### src/rtl/stair_slope_pwm.sv
module stair_slope_pwm #(
  parameter int CODE_W  = 10,
  parameter int FRAC_W  = 8,
  parameter int CNT_W   = 16,
  parameter int NSTEP_W = 8
) (
  input  logic                     clk,
  input  logic                     rst_n,
  input  logic [CNT_W-1:0]         cfg_period,
  input  logic [CNT_W-1:0]         cfg_interval,
  input  logic [CNT_W-1:0]         cfg_latency,
  input  logic [CODE_W+FRAC_W-1:0] cfg_step,
  input  logic [NSTEP_W-1:0]       cfg_steps,
  input  logic [CODE_W-1:0]        comp_code,
  input  logic                     trip_async,
  output logic [CODE_W-1:0]        dac_code,
  output logic                     pwm_out
);
  localparam int ACC_W = CODE_W + FRAC_W;

  logic [CNT_W-1:0]   pcnt, per_q, ivl_q;
  logic [CNT_W:0]     dly;
  logic [ACC_W-1:0]   acc, step_q;
  logic [NSTEP_W-1:0] left;
  logic               trip_s1, trip_s2, pwm_q;

  wire start    = (pcnt == per_q - 1'b1);
  wire step_now = (dly == '0) && (left != '0);
  wire [ACC_W-1:0] acc_dec = (acc > step_q) ? acc - step_q : '0;

  always_ff @(posedge clk) begin
    if (!rst_n) begin
      trip_s1 <= 1'b0;
      trip_s2 <= 1'b0;
    end else begin
      trip_s1 <= trip_async;
      trip_s2 <= trip_s1;
    end
  end

  always_ff @(posedge clk) begin
    if (!rst_n) begin
      pcnt   <= '0;
      per_q  <= CNT_W'(1);
      ivl_q  <= CNT_W'(1);
      dly    <= '0;
      acc    <= '0;
      step_q <= '0;
      left   <= '0;
      pwm_q  <= 1'b0;
    end else if (start) begin
      pcnt   <= '0;
      per_q  <= cfg_period;
      ivl_q  <= cfg_interval;
      step_q <= cfg_step;
      left   <= cfg_steps;
      dly    <= {1'b0, cfg_latency} + {1'b0, cfg_interval} - 1'b1;
      acc    <= {comp_code, {FRAC_W{1'b0}}};
      pwm_q  <= 1'b1;
    end else begin
      pcnt <= pcnt + 1'b1;
      if (step_now) begin
        acc  <= acc_dec;
        left <= left - 1'b1;
        dly  <= {1'b0, ivl_q} - 1'b1;
      end else if (dly != '0) begin
        dly <= dly - 1'b1;
      end
      if (trip_s2) pwm_q <= 1'b0;
    end
  end

  assign dac_code = acc[ACC_W-1:FRAC_W];
  assign pwm_out  = pwm_q;
endmodule

### config.mk
export PLATFORM = sky130hd
export DESIGN_NAME = stair_slope_pwm
export DESIGN_NICKNAME = d
export VERILOG_FILES = /design/src/rtl/stair_slope_pwm.sv
export SDC_FILE = /design/constraint.sdc
export NUM_CORES = 1
export LEC_CHECK = 0
export BUFFER_PORTS_ARGS = -buffer_cell sky130_fd_sc_hd__buf_2
export CAP_MARGIN = 10
export CORE_MARGIN = 1.5
export CORE_UTILIZATION = 40
export DETAILED_ROUTE_END_ITERATION = 6
export GPL_TIMING_DRIVEN = 0
export HOLD_SLACK_MARGIN = 0.06
export SETUP_SLACK_MARGIN = 0.15
export SLEW_MARGIN = 20
export SYNTH_ARGS = -nofsm -noshare
export SYNTH_HDL_FRONTEND = slang
export SYNTH_SLANG_ARGS = --single-unit
### constraint.sdc
create_clock -name clk -period 7.5 [get_ports clk]
set_input_delay 0.75 -clock clk [delete_from_list [all_inputs] [get_ports clk]]
set_output_delay 0.75 -clock clk [all_outputs]
set_load 0.05 [all_outputs]
==> run_results.csv <==
group,metric,value,unit
outcome,status,"complete, no violations",
min_path,hp-class,"flop to flop",
floorplan,die_area,0.0199,sq mm
synth,synth_cell_types,68,
clock_network,clk_pin_slew_worst_paths,0.07,ns
global_route,grt_util_all_layers,20.1,%
synth,synth_ff_type,"dfxtp_1",
synth,ys_warn_count,0,
critical_path,crit_fanout,10,
critical_path,path_cells,"nor4_1 > and3_1 > clkbuf_1 > nor3_4 > clkbuf_1 > a21oi_1 > ha_1 > nor4b_1 > nand2_1 > nor4_1 > mux2i_1 > nand2_1 > a21oi_1",
clock_network,ctsResizeCount,0,
clock_network,cts_buffers,9,
synth,netlist_area,0.00763,sq mm
flow_run,maxCapViolCount,0,
finish,fill_cells,1894,
placed_design,dp_hpwl,15.4,mm
critical_path,required,7.79,ns
global_route,grt_pass1_wl,31.9,mm
finish,fin_util,46.4,%
global_route,grt_pass1_vias,6382,
sta,setup_viol,0,
finish,syn2layout_area_growth,13.8,%
critical_path,cpPeakStageDelay,0.60,ns
synth,syn_nets,1136,
sta,finalHoldViolCount,0,
clock_network,cts_setup_buffers,0,
synth,yosys.area.top_type,"dfxtp_1",
clock_network,hold_buffers,0,
placed_design,dp_slack,3.57,ns
finish,final_nets,1244,
sta,fin_skew,0.00704,ns
floorplan,fp.coreArea,0.0187,sq mm
clock_network,cts_sinks,112,
finish,drive_gt1_share,14.0,%
critical_path,cp-start-kind,"flop",
critical_path,crit_family,"simple AND/OR/NAND/NOR gates",
sta,holdWs,0.440,ns
synth,synth_edf_count,0,
critical_path,critical_path_class,"flop to flop",
synth,synth_common_cells,"152 x nand2_1, 112 x dfxtp_1, 95 x inv_1",
route,ant_nets,0,
global_route,antenna_found_initial,0,
synth,synthMostInstantiatedCell,"nand2_1",
sta,finalWorstSetupSlack,3.38,ns
critical_path,arrival,4.40,ns
sta,max_freq,0.243,GHz
global_route,grt_start_max_net_pins,17,
clock_network,clock_tree.buffer_depth,2,
sta,setup-tns-final,0,ns
pwr,power_density,478,mW/mm^2
route,drc,0,
placed_design,io_buffers,97,
sta,worstMarginPinSlew,0.930,ns
clock_network,clk-insertion-delay-late,0.36,ns
clock_network,htreeDepth,3,
synth,ys_seq_area_share,29.4,%
placed_design,place_congestion,0.888,
synth,synth_top_cell_area_share,29.4,%
pwr,p_leak,3.69,nW
sta,grt_setup_unrepaired,"no",
synth,postSynthAreaPerCell,7.68,sq um
clock_network,root_buffer,"clkbuf_16",
floorplan,die_h,141,microns
synth,synth.area.top_cells,"dfxtp_1 29%, ha_1 8.7%, nand2_1 7.5%, xnor2_1 5.0%, inv_1 4.7%",
critical_path,cp_num_buf_inv,2,
route,vias,7044,
sta,slew_headroom,36.4,%
synth,synthArstFlopShare,0,%
route,via_per_inst,5.26,
route,drt_iter0_drc,387,
route,first_pass_iters,5,
critical_path,endpoint_kind,"flop",
critical_path,cp_slowest_cell,"nor4b_1",
synth,syn-instance-count,994,
floorplan,io_pins,98,
floorplan,rows,50,
sta,period_share,54.9,%
route,wl_per_cell,14.9,microns
route,routed_wl,19.9,mm
clock_network,cts_tree,"yes",
floorplan,start_util,40.8,%
finish,antenna_cells,0,
sta,period_minus_slack,4.12,ns
sta,drv_slew,0,
pwr,ir_drop,289,uV
synth,synth_seq_cells,112,
global_route,grt_overflow_total,0,
floorplan,dieWidth,141,microns
[cell families (layout without fill, tap and decap cells)]
kind of cell,Yosys count,in the layout,synth area share [%]
fa+ha+maj,55,55,9.21
xor+xnor,72,72,8.26
compound gates,213,213,19.4
mux,5,5,0.754
flops,112,112,29.4
buf+inv,147,258,8.10
simple gates,390,390,24.9
[cells in the final DEF, fill, tap and decap left out, types with 9 or more instances in the layout]
| cell type | count |
|---|---|
| nand3_1 | 33 |
| inv_1 | 95 |
| dfxtp_1 | 112 |
| a21boi_1 | 19 |
| o21ai_0 | 21 |
| a21boi_0 | 36 |
| clkbuf_16 | 9 |
| nand2b_1 | 9 |
| nor2_1 | 79 |
| xor2_1 | 28 |
| buf_2 | 111 |
| nand4_1 | 11 |
| ha_1 | 53 |
| clkbuf_1 | 27 |
| nor3_1 | 26 |
| nand2_1 | 152 |
| buf_4 | 11 |
| a221oi_1 | 10 |
| xnor2_1 | 44 |
| nor3b_1 | 11 |
| nor4_1 | 14 |
| a21oi_1 | 49 |
[sequential cells by signal (all words and copies together) (netlist names)]
| register | count |
|---|---|
| acc | 18 |
| step_q | 18 |
| dly | 17 |
| ivl_q | 16 |
| pcnt | 16 |
| per_q | 16 |
| left | 8 |
| pwm_out | 1 |
| trip_s1 | 1 |
| trip_s2 | 1 |
[worst paths after layout]
kind,end,from,cells past startpoint,slack [ns]
setup reg to reg,dly[12]$_SDFFE_PN0P_,left[3]$_SDFFE_PN0P_,13,3.38
hold reg to reg,trip_s2$_SDFF_PN0_,trip_s1$_SDFF_PN0_,1,0.44
hold / removal,trip_s2$_SDFF_PN0_,trip_s1$_SDFF_PN0_,1,0.44
setup / recovery,dly[12]$_SDFFE_PN0P_,left[3]$_SDFFE_PN0P_,13,3.38
[layer usage]
| layer | global-route usage, % | share of wire (%) | up-vias |
|---|---|---|---|
| li1 | - | - | 3624 |
| met1 | 26.8 | 48 | 3262 |
| met2 | 33.8 | 47 | 144 |
| met3 | 3.06 | 3.4 | 14 |
| met4 | 5.48 | 1.3 | 0 |
| met5 | 0 | 0 | - |
[metrics by stage]
stage                     power, mW  area, sq um  cells
after floorplan                2.96         7630    994
after global placement         3.65         8410   1325
after detailed placement       3.67         8410   1325
after CTS                      4.17         8690   1339
after global routing           4.52         8690   1339
final                          4.16         8690   1339
[layout make-up]
class	instances	area, sq um	share of cell area, %
Multi-Input combinational cell	735	4770	54.9
Sequential cell	112	2240	25.8
Timing Repair Buffer	97	485	5.59
Inverter	95	357	4.10
Tap cell	234	293	3.37
Buffer	52	262	3.01
Clock buffer	10	229	2.64
Clock inverter	4	47.5	0.547
[power breakdown]
| group | total [mW] | leakage, nW | switching [mW] | internal [mW] |
|---|---|---|---|---|
| registers | 0.944 | 0.912 | 0.169 | 0.775 |
| clock network | 0.480 | 0.134 | 0.225 | 0.255 |
| logic | 2.73 | 2.65 | 1.69 | 1.04 |
| total | 4.16 | 3.69 | 2.09 | 2.07 |
Power figures use the tool's default switching activity.
